$ cat src/rtl/can_sig_pkg.sv
package can_sig_pkg;
  localparam int CTL_W  = 32;
  localparam int NUM_IF = 2;

  localparam int B_INIT   = 0;
  localparam int B_LINE   = 1;
  localparam int B_STATIE = 2;
  localparam int B_ERRIE  = 3;
  localparam int B_MOLINE = 17;
  localparam int B_DMA0   = 18;

  localparam logic [CTL_W-1:0] CTL_RST  = 32'h0000_0001;
  localparam logic [CTL_W-1:0] CTL_MASK =
    (32'h1 << B_INIT) | (32'h1 << B_LINE) | (32'h1 << B_STATIE) |
    (32'h1 << B_ERRIE) | (32'h1 << B_MOLINE) |
    (((32'h1 << NUM_IF) - 32'h1) << B_DMA0);

  typedef struct packed {
    logic [NUM_IF-1:0] dma_en;
    logic              mo_line;
    logic              err_ie;
    logic              stat_ie;
    logic              line_en;
    logic              init;
  } ctl_t;
endpackage

$ cat src/rtl/can_sig_ctl.sv
module can_sig_ctl
  import can_sig_pkg::*;
(
  input  logic             clk,
  input  logic             rst_n,
  input  logic             wr,
  input  logic [CTL_W-1:0] wdata,
  output ctl_t             ctl,
  output logic [CTL_W-1:0] rdata
);
  logic [CTL_W-1:0] reg_q, reg_d;

  always_comb begin
    reg_d = reg_q;
    if (wr) reg_d = wdata & CTL_MASK;
  end

  always_ff @(posedge clk or negedge rst_n) begin
    if (!rst_n) reg_q <= CTL_RST;
    else        reg_q <= reg_d;
  end

  always_comb begin
    ctl.init    = reg_q[B_INIT];
    ctl.line_en = reg_q[B_LINE];
    ctl.stat_ie = reg_q[B_STATIE];
    ctl.err_ie  = reg_q[B_ERRIE];
    ctl.mo_line = reg_q[B_MOLINE];
    ctl.dma_en  = reg_q[B_DMA0 +: NUM_IF];
  end

  assign rdata = reg_q;
endmodule

$ cat src/rtl/can_sig_dma_ch.sv
module can_sig_dma_ch (
  input  logic clk,
  input  logic rst_n,
  input  logic en,
  input  logic done,
  input  logic act,
  input  logic acc,
  output logic req
);
  logic req_q, req_d;

  always_comb begin
    req_d = req_q;
    if (!en)             req_d = 1'b0;
    else if (done & act) req_d = 1'b1;
    else if (acc)        req_d = 1'b0;
  end

  always_ff @(posedge clk or negedge rst_n) begin
    if (!rst_n) req_q <= 1'b0;
    else        req_q <= req_d;
  end

  assign req = req_q;
endmodule

$ cat src/rtl/can_sig_irq.sv
module can_sig_irq
  import can_sig_pkg::*;
#(
  parameter int CNT_W = 6
) (
  input  logic             clk,
  input  logic             rst_n,
  input  ctl_t             ctl,
  input  logic             ev_rx,
  input  logic             ev_tx,
  input  logic             ev_lec,
  input  logic             par_err,
  input  logic             bus_off,
  input  logic             err_warn,
  input  logic             stat_rd,
  input  logic [CNT_W-1:0] mo_cnt,
  output logic             irq_mo,
  output logic             irq_stat,
  output logic             flag
);
  logic bo_prev_q, ew_prev_q;
  logic flag_q, flag_d;
  logic mo_q, mo_d;
  logic st_q, st_d;
  logic err_hit, st_hit, set_ev, mo_any;

  always_comb begin
    err_hit = par_err | (bus_off ^ bo_prev_q) | (err_warn ^ ew_prev_q);
    st_hit  = ev_rx | ev_tx | ev_lec;
    set_ev  = (ctl.err_ie & err_hit) | (ctl.stat_ie & st_hit);
    flag_d  = set_ev | (flag_q & ~stat_rd);
    mo_any  = |mo_cnt;
    mo_d    = ctl.mo_line & mo_any;
    st_d    = ctl.line_en & (flag_d | (~ctl.mo_line & mo_any));
  end

  always_ff @(posedge clk or negedge rst_n) begin
    if (!rst_n) begin
      bo_prev_q <= 1'b0;
      ew_prev_q <= 1'b0;
      flag_q    <= 1'b0;
      mo_q      <= 1'b0;
      st_q      <= 1'b0;
    end else begin
      bo_prev_q <= bus_off;
      ew_prev_q <= err_warn;
      flag_q    <= flag_d;
      mo_q      <= mo_d;
      st_q      <= st_d;
    end
  end

  assign irq_mo   = mo_q;
  assign irq_stat = st_q;
  assign flag     = flag_q;
endmodule

$ cat src/rtl/can_irq_dma_sig.sv
module can_irq_dma_sig
  import can_sig_pkg::*;
#(
  parameter int MO_CNT_W = 6
) (
  input  logic                clk,
  input  logic                rst_n,
  input  logic                ctl_wr,
  input  logic [CTL_W-1:0]    ctl_wdata,
  output logic [CTL_W-1:0]    ctl_rdata,
  input  logic [NUM_IF-1:0]   xfer_done,
  input  logic [NUM_IF-1:0]   xfer_dma_act,
  input  logic [NUM_IF-1:0]   if_acc,
  output logic [NUM_IF-1:0]   dma_req,
  input  logic                ev_rx_ok,
  input  logic                ev_tx_ok,
  input  logic                ev_lec_new,
  input  logic                par_err,
  input  logic                bus_off,
  input  logic                err_warn,
  input  logic                stat_rd,
  input  logic [MO_CNT_W-1:0] mo_pend_cnt,
  output logic                irq_mo,
  output logic                irq_stat,
  output logic                stat_int
);
  ctl_t ctl;

  can_sig_ctl u_ctl (
    .clk   (clk),
    .rst_n (rst_n),
    .wr    (ctl_wr),
    .wdata (ctl_wdata),
    .ctl   (ctl),
    .rdata (ctl_rdata)
  );

  for (genvar i = 0; i < NUM_IF; i++) begin : g_dma
    can_sig_dma_ch u_ch (
      .clk   (clk),
      .rst_n (rst_n),
      .en    (ctl.dma_en[i]),
      .done  (xfer_done[i]),
      .act   (xfer_dma_act[i]),
      .acc   (if_acc[i]),
      .req   (dma_req[i])
    );
  end

  can_sig_irq #(.CNT_W(MO_CNT_W)) u_irq (
    .clk      (clk),
    .rst_n    (rst_n),
    .ctl      (ctl),
    .ev_rx    (ev_rx_ok),
    .ev_tx    (ev_tx_ok),
    .ev_lec   (ev_lec_new),
    .par_err  (par_err),
    .bus_off  (bus_off),
    .err_warn (err_warn),
    .stat_rd  (stat_rd),
    .mo_cnt   (mo_pend_cnt),
    .irq_mo   (irq_mo),
    .irq_stat (irq_stat),
    .flag     (stat_int)
  );
endmodule

$ cat config.mk
export PLATFORM = sky130hd
export DESIGN_NAME = can_irq_dma_sig
export DESIGN_NICKNAME = d
export VERILOG_FILES = /design/src/rtl/can_sig_pkg.sv /design/src/rtl/can_sig_ctl.sv /design/src/rtl/can_sig_dma_ch.sv /design/src/rtl/can_sig_irq.sv /design/src/rtl/can_irq_dma_sig.sv
export SDC_FILE = /design/constraint.sdc
export NUM_CORES = 1
export LEC_CHECK = 0
export BUFFER_PORTS_ARGS = -buffer_cell sky130_fd_sc_hd__buf_4
export CORE_MARGIN = 2
export CORE_UTILIZATION = 35
export DETAILED_ROUTE_END_ITERATION = 8
export PLACE_DENSITY = 0.84
export SYNTH_ARGS = -nofsm -noshare
export SYNTH_HDL_FRONTEND = slang
export SYNTH_SLANG_ARGS = --single-unit
$ cat constraint.sdc
create_clock -name clk -period 2 [get_ports clk]
set_input_delay 0.3 -clock clk [delete_from_list [all_inputs] [get_ports clk]]
set_output_delay 0.3 -clock clk [all_outputs]
set_load 0.02 [all_outputs]
Yosys cells after proc, flatten, opt, wreduce, memory -nomap -nowiden

Index checks and enable logic that the tools add are counted.
W data, S select, Z words.

Logic and storage cells: 36
Register bits after elaboration: 14

Reductions and logical operators: 1
Eq/ne operators: 2
Bitwise gates (word level): 19
Mux-type cells: 6

Operator list:

| operator             | number |
|---|---|
| $and A1 B1 Y1        | 8 |
| $or A1 B1 Y1         | 7 |
| $mux W1              | 6 |
| $ne A3 B2 Y1 const B | 2 |
| $reduce_or A6 Y1     | 1 |
| $not A1 Y1           | 2 |
| $xor A1 B1 Y1        | 2 |

Depth between registers and ports, before layout

Gate-level depths: netlist (run 1).

Depth in word-level cells: 8
Mapped depth: 3

Hierarchy

A second synthesis (run 1) with hierarchy kept.

Cell total of the unflattened synthesis: 74
Area total of the unflattened synthesis: 839.6 um^2

By module, submodules not included:

| module         | area each (um^2) | cells each | times used |
|---|---|---|---|
| can_sig_ctl    | 536.8            | 48         | 1 |
| can_sig_irq    | 217.7            | 18         | 1 |
| can_sig_dma_ch | 42.5             | 4          | 2 |

Worst setup path before layout (run 1)

No wires, ideal clock.

Path type: input-to-reg
Start point: input port mo_pend_cnt[1]
End point: register u_irq.st_q (netlist: u_irq.irq_stat)
Stages on the path: 3
Path slack: 0.779 ns
Setup time: 0.136 ns
Path buffers: 0
Arrival: 1.086 ns
Required time: 1.864 ns
Path through: or4_4 > o31ai_2 > a31oi_1

Cells in the longest elaborated chain, start to end: 4

Ends and longest elaborated chain:

| what                   | RTL line              | RTL |
|---|---|---|
| start: declaration     | can_irq_dma_sig.sv:22 | `input logic [MO_CNT_W-1:0] mo_pend_cnt,` |
| $reduce_or A6 Y1       | can_sig_irq.sv:32     | `mo_any = \|mo_cnt;` |
| $and A1 B1 Y1          | can_sig_irq.sv:34     | `st_d = ctl.line_en & (flag_d \| (~ctl.mo_line & mo_any));` |
| $or A1 B1 Y1           | can_sig_irq.sv:34     |  |
| $and A1 B1 Y1          | can_sig_irq.sv:34     |  |
| via u_irq.st_d         | can_sig_irq.sv:24     | `logic st_q, st_d;` |
| end signal: assignment | can_sig_irq.sv:49     | `st_q <= st_d;` |
| end: declaration       | can_sig_irq.sv:24     |  |

The timed path passes the listed nets, and every way through them passes these cells.
A chain may end at the register's enable or synchronous reset.

Final worst setup path (run 1)

Start point: register u_ctl.reg_q[0] (netlist: u_ctl.rdata[0])
End point: output port ctl_rdata[0]

RTL lines:

| what                     | RTL line              | RTL |
|---|---|---|
| start: declaration       | can_sig_ctl.sv:11     | `logic [CTL_W-1:0] reg_q, reg_d;` |
| start signal: assignment | can_sig_ctl.sv:20     | `else reg_q <= reg_d;` |
| end: declaration         | can_irq_dma_sig.sv:10 | `output logic [CTL_W-1:0] ctl_rdata,` |

No word-level cell between the ends.

==> results by group, run 1 <==
Setup path
  • Startpoint types: register
  • CP Max Fanout: 2
  • Reg2reg start: u_irq.ew_prev_q
  • FF-to-FF path depth: 3
  • Critical Path AT: 0.92 ns
  • Worst EP required: about 1.7 ns
  • Setup crit end kind: primary output
  • R2r setup slk: between 0.9 and 1 ns
  • Critical path class: register to primary output
  • Slowest CP cell: dfstp_2
  • Critical path buffers and inverters: 1
  • CP peak stage delay: 0.53 ns
  • CP cell instances: buf_4
  • Delay-heaviest family, CP: flip-flops
  • Reg2Reg Capture Point: u_irq.irq_stat

STA
  • Final hold violation count: 0
  • Setup violations, final: 0
  • WHS: 0.1461 ns
  • Final worst path period need: 1.220 ns
  • Skew final: 0.01014 ns
  • Fmax: ~820 MHz
  • RSZ-0062 raised after global routing: no
  • Final period util: slightly above 60%
  • Fin. max-slew vios: 0
  • Setup_tns: 0 ns

Placement
  • DP HPWL: 1148 µm
  • IO buf count: 40
  • GP Congestion: 0.6060
  • Cell Area, Placed: 982.2 µm²

Layout
  • Layout area overhead: 30.87%
  • Finished Core Util: between 40% and 50%
  • Diodes inserted: 0
  • Finished Cell Area: a little over 1000 µm²
  • Layout cell share with drive strength beyond 1: 45.54%
  • Nets: 167

Power
  • Peak supply drop: between 0.2 and 0.3 mV
  • Total power: about 680 µW
  • Leak Pwr: between 0.5 and 0.6 nW
  • Pwr per Cell Area: 664.7 nW/µm²

Clock network
  • Post-cts resize count: 0
  • Root Driver: clkbuf_4
  • CTS tree: yes
  • Clk buf depth: 2
  • Post-CTS Hold Fix Bufs: 1
  • CTS sink count: 14
  • Num CTS Buffers: 3
  • Clock transition at the registers of the reported paths: 0.08 ns
  • Worst-skew pair later-pin latency: 0.27 ns
  • Htree depth: 1
  • Setup Fix Bufs, Post-CTS: 0

Floorplanning
  • Chip width: 51.16 µm
  • Initial Utilization: 36.23%
  • Rows: 17
  • # IOs: 91
  • Core area: between 2000 and 2500 µm²
  • Die area: between 2000 and 3000 µm²
  • Chip height: about 51 µm

Route
  • Vias: 559
  • First-pass DRT Iterations: 2
  • Iteration-0 DRC Markers: 5
  • Routed WL: around 1300 µm
  • Vias per std cell: about 4.0
  • Residual DRC: 0
  • Antenna-violating nets left: 0
  • Routed wire length per instance: 9.629 µm

Synth
  • Commonest cells post-synth: 29 x buf_4, 13 x dfrtp_1, 5 x mux2_2, 5 x nand2_1, 3 x inv_1
  • Average size of a mapped cell: 10.66 µm²
  • Synth Flop Type: dfrtp_1
  • Post-synth EDFFs: 0
  • Cell count after synthesis: 73
  • Async S/R FF share, synth: 100.0%
  • Top post-synthesis cells by area: dfrtp_1 42%, buf_4 28%, mux2_2 7.2%
  • Yosys Warn Count: 0
  • Seq/Total Area, Yosys: a little under half
  • Synth top area share: between 40% and 50%
  • Top-count cell post-synth: buf_4
  • Synth cell types: 18
  • Synth area leader: dfrtp_1
  • Yosys reg bits: 14
  • Mapped Area: 778.2 µm²

Global routing
  • Number of global-route vias before repair: 517
  • Global-route wire length before repair: 2042 µm
  • Largest net degree at the start of global routing: 15
  • Antenna violations before repair: 0
  • GRT Total Usage: 10.63%
  • Gr ovfl total: 0

Min path
  • Worst Hold Path EP: u_irq.ew_prev_q
  • Hold Path Class: primary input to register
  • Worst Hold Depth: 1
  • Hold Path Origin: err_warn

Run status
  • Status: complete, no violations

Run
  • Max Cap Violations: 0
[sequential cells by signal, summed over array words and instances, names as in the netlist]
| register | cells |
|---|---|
| u_irq.irq_mo | 1 |
| u_irq.flag | 1 |
| u_irq.irq_stat | 1 |
| u_irq.bo_prev_q | 1 |
| g_dma.u_ch.req | 2 |
| u_ctl.rdata | 7 |
| u_irq.ew_prev_q | 1 |
[area by class of cell]
class                      count  area [µm²]
clock buffer                   4       26.28
tap                           28       35.03
sequential                    14       351.6
multi-input combinational     50       284.0
timing repair buffer          41       310.3
fill                         219        1130
inverter                       3       11.26
[power breakdown]
part / leakage, nW / switching, mW / total (mW) / internal, mW
Sequential: 0.166 / 0.0138 / 0.323 / 0.309
Clock: 0.0150 / 0.0811 / 0.158 / 0.0771
Combinational: 0.355 / 0.110 / 0.196 / 0.0860
Total: 0.536 / 0.205 / 0.677 / 0.472
[cells by family after synthesis]
kind of cell           after synthesis  synth area share (%)
XOR/XNOR                             2                 2.251
AND/OR/NAND/NOR                      8                 5.466
multiplexers                         5                 7.234
flip-flops                          14                 45.18
buffers and inverters               33                 29.90
AO/OA/AOI/OAI                       10                 9.485
other                                1                0.4819
[per-stage QoR]
stage | instances | setup WS (ns)
after floorplan | 97 | 0.7786
after global placement | 135 | 0.5843
after detailed placement | 135 | 0.5884
after CTS | 140 | 0.7671
after global routing | 140 | 0.7538
final | 140 | 0.7804
[worst max path at each step]
stage                        start             end  cells after the start
floorplan           mo_pend_cnt[1]  u_irq.irq_stat                      3
global placement    mo_pend_cnt[1]  u_irq.irq_stat                      4
detailed placement  mo_pend_cnt[1]  u_irq.irq_stat                      4
CTS                 u_ctl.rdata[0]    ctl_rdata[0]                      1
global route        u_ctl.rdata[0]    ctl_rdata[0]                      1
finish              u_ctl.rdata[0]    ctl_rdata[0]                      1
[metal layers]
layer / track usage, % / wire length [µm] / vias to the layer above
li1: - / - / 262
met1: 11.48 / 424 / 259
met2: 19.70 / 765 / 38
met3: 2.632 / 158 / 0
met4: 4.054 / 0 / 0
met5: 0 / 0 / -
[cells in the final DEF (no fill, tap or decap)]
| cell | synthesis | layout |
|---|---|---|
| a21boi_0 | 2 | 2 |
| a21oi_1 | 1 | 1 |
| a31oi_1 | 1 | 1 |
| buf_4 | 29 | 40 |
| clkbuf_1 | 1 | 1 |
| clkbuf_4 | 0 | 3 |
| conb_1 | 1 | 25 |
| dfrtp_1 | 13 | 13 |
| dfstp_2 | 1 | 1 |
| dlygate4sd3_1 | 0 | 1 |
| inv_1 | 3 | 3 |
| mux2_2 | 5 | 5 |
| nand2_1 | 5 | 5 |
| nand2b_1 | 2 | 2 |
| o21ai_0 | 2 | 2 |
| o31a_1 | 2 | 2 |
| o31ai_1 | 1 | 1 |
| o31ai_2 | 1 | 1 |
| or4_4 | 1 | 1 |
| xor2_1 | 2 | 2 |
Power figures use the tool's default switching activity.
==> run 2, diff against run 1 <==
- ABC_AREA: not set -> 1
- CORE_UTILIZATION: 35 -> 30
- PLACE_DENSITY: 0.84 -> 0.74
- clock period: 2 -> 1.1 ns (I/O delays scaled with it)
==> results by group, run 2 <==
STA
  • Setup violations, final: 0 (unchanged)
  • Skew final: 0.004524 ns (-0.005617 ns)
  • Final hold violation count: 0 (unchanged)
  • Final worst path period need: 1.093 ns
  • Final period util: 99.39%
  • Fmax: 914.7 MHz
  • RSZ-0062 raised after global routing: yes
  • Fin. max-slew vios: 0 (unchanged)

Layout
  • Post-Layout Cell Count: 167 (+19%)
  • Layout area overhead: 33.33%
  • Nets: 191 (+14%)
  • Layout cell share with drive strength beyond 1: 38.97% (-6.6 points)
  • Most common cell after layout, fill and taps aside: buf_4
  • Max reg flops: 7 (unchanged)
  • Commonest non-fill, non-tap cells in the layout: 40 x buf_4, 25 x conb_1, 17 x nand2_1
  • Diodes inserted: 0 (unchanged)

Synth
  • Average size of a mapped cell: 8.905 µm² (-16%)
  • Yosys reg bits: 14 (unchanged)
  • Mapped Area: 837.1 µm² (+7.6%)
  • Synth area leader: dfrtp_1
  • Async S/R FF share, synth: 100.0% (unchanged)
  • Top post-synthesis cells by area: dfrtp_1 39%, buf_4 26%, nand2_1 7.6%
  • Synth top area share: 38.86% (-2.9 points)
  • Synth Flop Type: dfrtp_1
  • Yosys Warn Count: 0 (unchanged)
  • Commonest cells post-synth: 29 x buf_4, 17 x nand2_1, 13 x dfrtp_1, 13 x inv_1, 5 x nor2_1
  • Cell count after synthesis: 94 (+29%)
  • Top-count cell post-synth: buf_4
  • Synth cell types: 15 (-3)
  • Post-synth EDFFs: 0 (unchanged)
  • Seq/Total Area, Yosys: 42.00% (-3.2 points)

Floorplanning
  • Rows: 19 (+2)
  • Initial Utilization: 30.89% (-5.3 points)
  • Core area: 2710 µm² (+26%)
  • Chip width: 56.82 µm (+11%)
  • Die area: 3229 µm² (+23%)
  • # IOs: 91 (unchanged)
  • Chip height: 56.82 µm (+11%)

Power
  • Total power: 1.340 mW (+98%)
  • Peak supply drop: 0.8772 mV (+220%)
  • Pwr per Cell Area: 1201 nW/µm² (+81%)
  • Leak Pwr: 0.6433 nW (+20%)

Global routing
  • M2 GR Usage: 18.60% (-1.1 points)
  • Antenna violations before repair: 0 (unchanged)
  • Global-route wire length before repair: 2477 µm (+21%)
  • Largest net degree at the start of global routing: 15 (unchanged)
  • Grt met1 use: 10.29% (-1.2 points)
  • Gr ovfl total: 0 (unchanged)
  • Number of global-route vias before repair: 607 (+17%)
  • Met3 usage: 4.839% (+2.2 points)
  • GRT Total Usage: 9.938% (-0.70 points)
  • GR peak layer: met2

Setup path
  • Worst setup path start: u_ctl.rdata[0]
  • Crit path capture: ctl_rdata[0]
  • Critical path buffers and inverters: 1 (unchanged)
  • CP Max Fanout: 2 (unchanged)
  • CP Depth: 1 (unchanged)
  • Worst EP required: 0.94 ns (-0.76 ns)
  • Slowest CP cell: dfstp_2
  • Delay-heaviest family, CP: flip-flops
  • R2r setup slk: 0.11 ns (-0.81 ns)
  • Reg2Reg Capture Point: u_irq.irq_stat
  • Critical Path AT: 0.93 ns (about the same)
  • CP peak stage delay: 0.55 ns (+0.02 ns)
  • Startpoint types: register
  • CP cell instances: buf_6
  • Reg2reg start: u_ctl.rdata[2]
  • Setup crit end kind: primary output
  • Critical path class: register to primary output
  • FF-to-FF path depth: 5 (+2)

Route
  • Vias: 631 (+13%)
  • Routed wire length per instance: 9.192 µm (-4.5%)
  • Iteration-0 DRC Markers: 13 (+8)
  • Vias per std cell: 3.778 (-5.4%)
  • Antenna-violating nets left: 0 (unchanged)
  • Routed WL: 1535 µm (+14%)
  • First-pass DRT Iterations: 3 (+1)
  • Residual DRC: 0 (unchanged)

Min path
  • Worst Hold Depth: 3 (+2)
  • Hold Path Class: primary input to register

Clock network
  • Root Driver: clkbuf_4
  • Clock transition at the registers of the reported paths: 0.08 ns (about the same)
  • Htree depth: 1 (unchanged)
  • Num CTS Buffers: 3 (unchanged)
  • Worst-skew pair later-pin latency: 0.27 ns (about the same)
  • CTS sink count: 14 (unchanged)
  • CTS tree: yes
  • Clk buf depth: 2 (unchanged)

Run
  • Max Cap Violations: 0 (unchanged)

Placement
  • IO buf count: 40 (unchanged)
  • GP Congestion: 0.6292 (+3.8%)
  • DP HPWL: 1285 µm (+12%)
  • Cells after DPL: 159 (+18%)

Run status
  • Status: complete, no violations
## run 2: changes by cell type after synthesis, moves of 3 or more
cell / previous run / this run
nor2_1: 0 / 5
nand3_1: 0 / 3
mux2_2: 5 / 1
mux2_4: 0 / 3
inv_1: 3 / 13
nand2_1: 5 / 17
## run 2: kinds of logic (layout without fill, tap and decap cells)
logic type,after synthesis,after routing,synth area share (%)
buffers and inverters,43,61,33.18
flip-flops,14,14,42.00
AO/OA/AOI/OAI,7,7,5.979
AND/OR/NAND/NOR,25,25,11.66
other,1,25,0.4480
multiplexers,4,4,6.726
## run 2: what timing repair did
item	in CTS	in global routing
setup endpoints to repair	1	2
gates resized for setup	1	1
buffers inserted	0	1
cloned	0	0
pin swaps	0	0
hold buffers	2	1
hold endpoints to repair	15	1
## run 2: worst register-to-register path, stage by stage (launching register included)
cell	delay (ns)
dfrtp_2	0.43
buf_4	0.15
a21oi_4	0.14
nand3_1	0.08
nand2_1	0.06
inv_1	0.04
## run 2: worst min-delay path by stage
stage,start,endpoint,slack (ns)
after global routing,ctl_wdata[2],u_ctl.rdata[2],0.08
after global placement,rst_n,u_ctl.rdata[18],0.02
final,ctl_wdata[19],u_ctl.rdata[19],0.1
after floorplan,rst_n,g_dma[0].u_ch.req,-0.13
after detailed placement,rst_n,g_dma[0].u_ch.req,0.03
after CTS,bus_off,u_irq.bo_prev_q,0.004
## run 2: area by class of cell
cell class	instances	area (µm²)
clock buffer	4	36.28
fill	281	1594
inverter	13	48.80
multi-input combinational	61	297.8
sequential	14	352.8
tap	31	38.79
timing repair buffer	44	341.6
## run 2: routing by layer
layer	vias to the layer above	wire length [µm]	share of wire, %
met5	-	0	0
li1	315	-	-
met4	0	0	0
met2	41	805	52
met3	0	178	12
met1	275	551	36
## run 2: where the power goes
| part | switching, mW | total [mW] | leakage [nW] | internal (mW) |
|---|---|---|---|---|
| Combinational | 0.217 | 0.389 | 0.457 | 0.172 |
| Clock | 0.162 | 0.364 | 0.0210 | 0.201 |
| Sequential | 0.0257 | 0.588 | 0.165 | 0.562 |
## run 2: per-stage QoR
step	utilization (%)	worst slack, ns	hold WS, ns	area [µm²]	TNS (ns)
after floorplan	-	0.1639	-0.1306	927.1	0
after global placement	38.27	0.1656	0.02280	1037	0
after detailed placement	38.27	0.1447	0.02638	1037	0
after CTS	40.49	-0.01363	0.003684	1097	-0.01363
after global routing	41.18	-0.04242	0.08286	1116	-0.04242
final	41.18	0.006706	0.09897	1116	0
==> run 3, diff against run 2 <==
- CORE_UTILIZATION: 30 -> 31
- PLACE_DENSITY: 0.74 -> 0.75
- SYNTH_HIERARCHICAL: not set -> 1
==> results by group, run 3 <==
STA
  • Fin. max-slew vios: 0 (unchanged)
  • Final hold violation count: 0 (unchanged)
  • Fmax: 912.8 MHz (-0.20%)
  • Setup_tns: 0 ns (unchanged)
  • Setup violations, final: 0 (unchanged)
  • Skew final: 0.005115 ns (+0.0005905 ns)
  • Final period util: 99.59% (+0.20 points)
  • Final worst path period need: 1.096 ns (+0.002240 ns)
  • RSZ-0062 raised after global routing: yes

Clock network
  • Clock transition at the registers of the reported paths: 0.08 ns (about the same)
  • Clk buf depth: 2 (unchanged)
  • Root Driver: clkbuf_4
  • Setup Fix Bufs, Post-CTS: 0 (unchanged)
  • Num CTS Buffers: 3 (unchanged)
  • CTS sink count: 14 (unchanged)
  • Worst-skew pair later-pin latency: 0.27 ns (about the same)
  • CTS tree: yes
  • Htree depth: 1 (unchanged)

Route
  • Routed wire length per instance: 8.328 µm (-9.4%)
  • Routed WL: 1474 µm (-4.0%)
  • Antenna-violating nets left: 0 (unchanged)
  • First-pass DRT Iterations: 4 (+1)
  • Residual DRC: 0 (unchanged)
  • Vias: 650 (+3.0%)
  • Iteration-0 DRC Markers: 7 (-6)
  • Vias per std cell: 3.672 (-2.8%)

Floorplanning
  • Chip height: 56.89 µm (+0.11%)
  • Core area: 2710 µm² (unchanged)
  • Chip width: 56.89 µm (+0.11%)
  • Initial Utilization: 31.99% (+1.1 points)
  • Rows: 19 (unchanged)
  • Die area: 3236 µm² (+0.23%)
  • # IOs: 91 (unchanged)

Synth
  • Post-synthesis xor/xnor area fraction: 0% (unchanged)
  • Yosys Warn Count: 6 (+6)
  • Top-count cell post-synth: nand2_1
  • Synth area leader: dfrtp_1
  • Mux cell area share after synthesis: 0% (-6.7 points)
  • Average size of a mapped cell: 7.955 µm² (-11%)
  • Cell count after synthesis: 109 (+16%)
  • Largest family of logic cells by synthesized area: buffers and inverters
  • Seq/Total Area, Yosys: 40.55% (-1.5 points)
  • Synth Flop Type: dfrtp_1
  • Async S/R FF share, synth: 100.0% (unchanged)
  • Post-Synth Simple-Gate Area: 19.05% (+7.4 points)
  • Yosys reg bits: 14 (unchanged)
  • Post-synth EDFFs: 0 (unchanged)
  • Top post-synthesis cells by area: dfrtp_1 38%, buf_4 28%, nand2_1 15%
  • Synth top area share: 37.52% (-1.3 points)
  • Mapped Area: 867.1 µm² (+3.6%)
  • Synth Area in Adders: 0% (unchanged)
  • Post-synthesis compound-gate area fraction: 4.906% (-1.1 points)
  • Synth cell types: 12 (-3)
  • Commonest cells post-synth: 35 x nand2_1, 32 x buf_4, 13 x dfrtp_1, 13 x inv_1, 5 x nor2_1

Setup path
  • Critical path buffers and inverters: 1 (unchanged)
  • Worst EP required: 0.94 ns (about the same)
  • CP Max Fanout: 2 (unchanged)
  • Critical path class: register to primary output
  • Setup crit end kind: primary output
  • Delay-heaviest family, CP: flip-flops
  • CP cell instances: buf_6
  • Slowest CP cell: dfstp_2
  • Startpoint types: register
  • CP peak stage delay: 0.55 ns (about the same)
  • Critical Path AT: 0.93 ns (about the same)

Global routing
  • Largest net degree at the start of global routing: 15 (unchanged)
  • Antenna violations before repair: 0 (unchanged)
  • Gr ovfl total: 0 (unchanged)
  • GRT Total Usage: 9.533% (-0.40 points)
  • Global-route wire length before repair: 2380 µm (-3.9%)
  • Number of global-route vias before repair: 585 (-3.6%)

Layout
  • Layout cell share with drive strength beyond 1: 34.25% (-4.7 points)
  • Finished Core Util: 40.77% (-0.42 points)
  • Max reg flops: 7 (unchanged)
  • Commonest non-fill, non-tap cells in the layout: 39 x buf_4, 35 x nand2_1, 25 x conb_1
  • Nets: 201 (+5.2%)
  • Diodes inserted: 0 (unchanged)
  • Most common cell after layout, fill and taps aside: buf_4
  • Layout area overhead: 27.42%

Power
  • Total power: 1.316 mW (-1.8%)
  • Leak Pwr: 0.6640 nW (+3.2%)
  • Peak supply drop: 0.5254 mV (-40%)
  • Pwr per Cell Area: 1191 nW/µm² (-0.80%)

Placement
  • IO buf count: 40 (unchanged)
  • DP HPWL: 1250 µm (-2.7%)
  • GP Congestion: 0.6389 (+1.5%)

Run
  • Max Cap Violations: 0 (unchanged)

Run status
  • Status: complete, no violations

Min path
  • Hold Path Class: primary input to register
## run 3: cell families after synthesis
logic type             count (synthesis)
other                                  1
AOI/OAI and AO/OA                      4
DFF                                   14
and+or+nand+nor                       43
buffers and inverters                 47
## run 3: worst paths after layout
kind                                       from         endpoint  slack (ns)  depth (start not counted)
min in group asynchronous                 rst_n   u_ctl/rdata[1]        0.27                          2
worst max register to register  u_irq/bo_prev_q   u_irq/irq_stat        0.17                          8
worst min-delay path                   err_warn  u_irq/ew_prev_q        0.03                          1
worst max-delay path             u_ctl/rdata[0]     ctl_rdata[0]       0.004                          1
worst min register to register   u_ctl/rdata[0]   u_ctl/rdata[0]        0.47                          2
max in group asynchronous                 rst_n   u_ctl/rdata[0]        0.60                          2
## run 3: layout make-up
| cell class | instances | area [µm²] |
|---|---|---|
| sequential | 14 | 351.6 |
| clock buffer | 4 | 36.28 |
| inverter | 14 | 52.55 |
| tap | 31 | 38.79 |
| fill | 311 | 1605 |
| multi-input combinational | 72 | 301.5 |
| timing repair buffer | 42 | 324.1 |
## run 3: stage by stage
step	area, µm²	std cells	hold slack [ns]	worst slack, ns
2_1_floorplan	957.2	133	-0.1306	0.1693
3_3_place_gp	1045	171	0.02108	0.1890
3_5_place_dp	1045	171	0.02349	0.1644
4_1_cts	1105	177	0.01771	-0.01193
5_1_grt	1105	177	0.008335	-0.04113
6_report	1105	177	0.02537	0.004466
## run 3: power breakdown
part | internal, mW | total (mW) | switching [mW]
clock network | 0.201 | 0.363 | 0.162
registers | 0.559 | 0.588 | 0.0285
logic | 0.151 | 0.366 | 0.215
## run 3: metal layers
layer | track usage [%] | part of all wire [%] | vias up
met3 | 2.535 | 9.0 | 2
met4 | 5.980 | 1.4 | 0
met2 | 16.91 | 54 | 30
met5 | 0 | 0 | -
met1 | 9.742 | 35 | 281
li1 | - | - | 337
## run 3: repair_timing
action	in CTS	in global routing
pin swaps	0	0
setup endpoints to repair	1	1
hold buffers	2	0
cloned	0	0
gates resized for setup	1	0
endpoints found under the hold margin	15	0
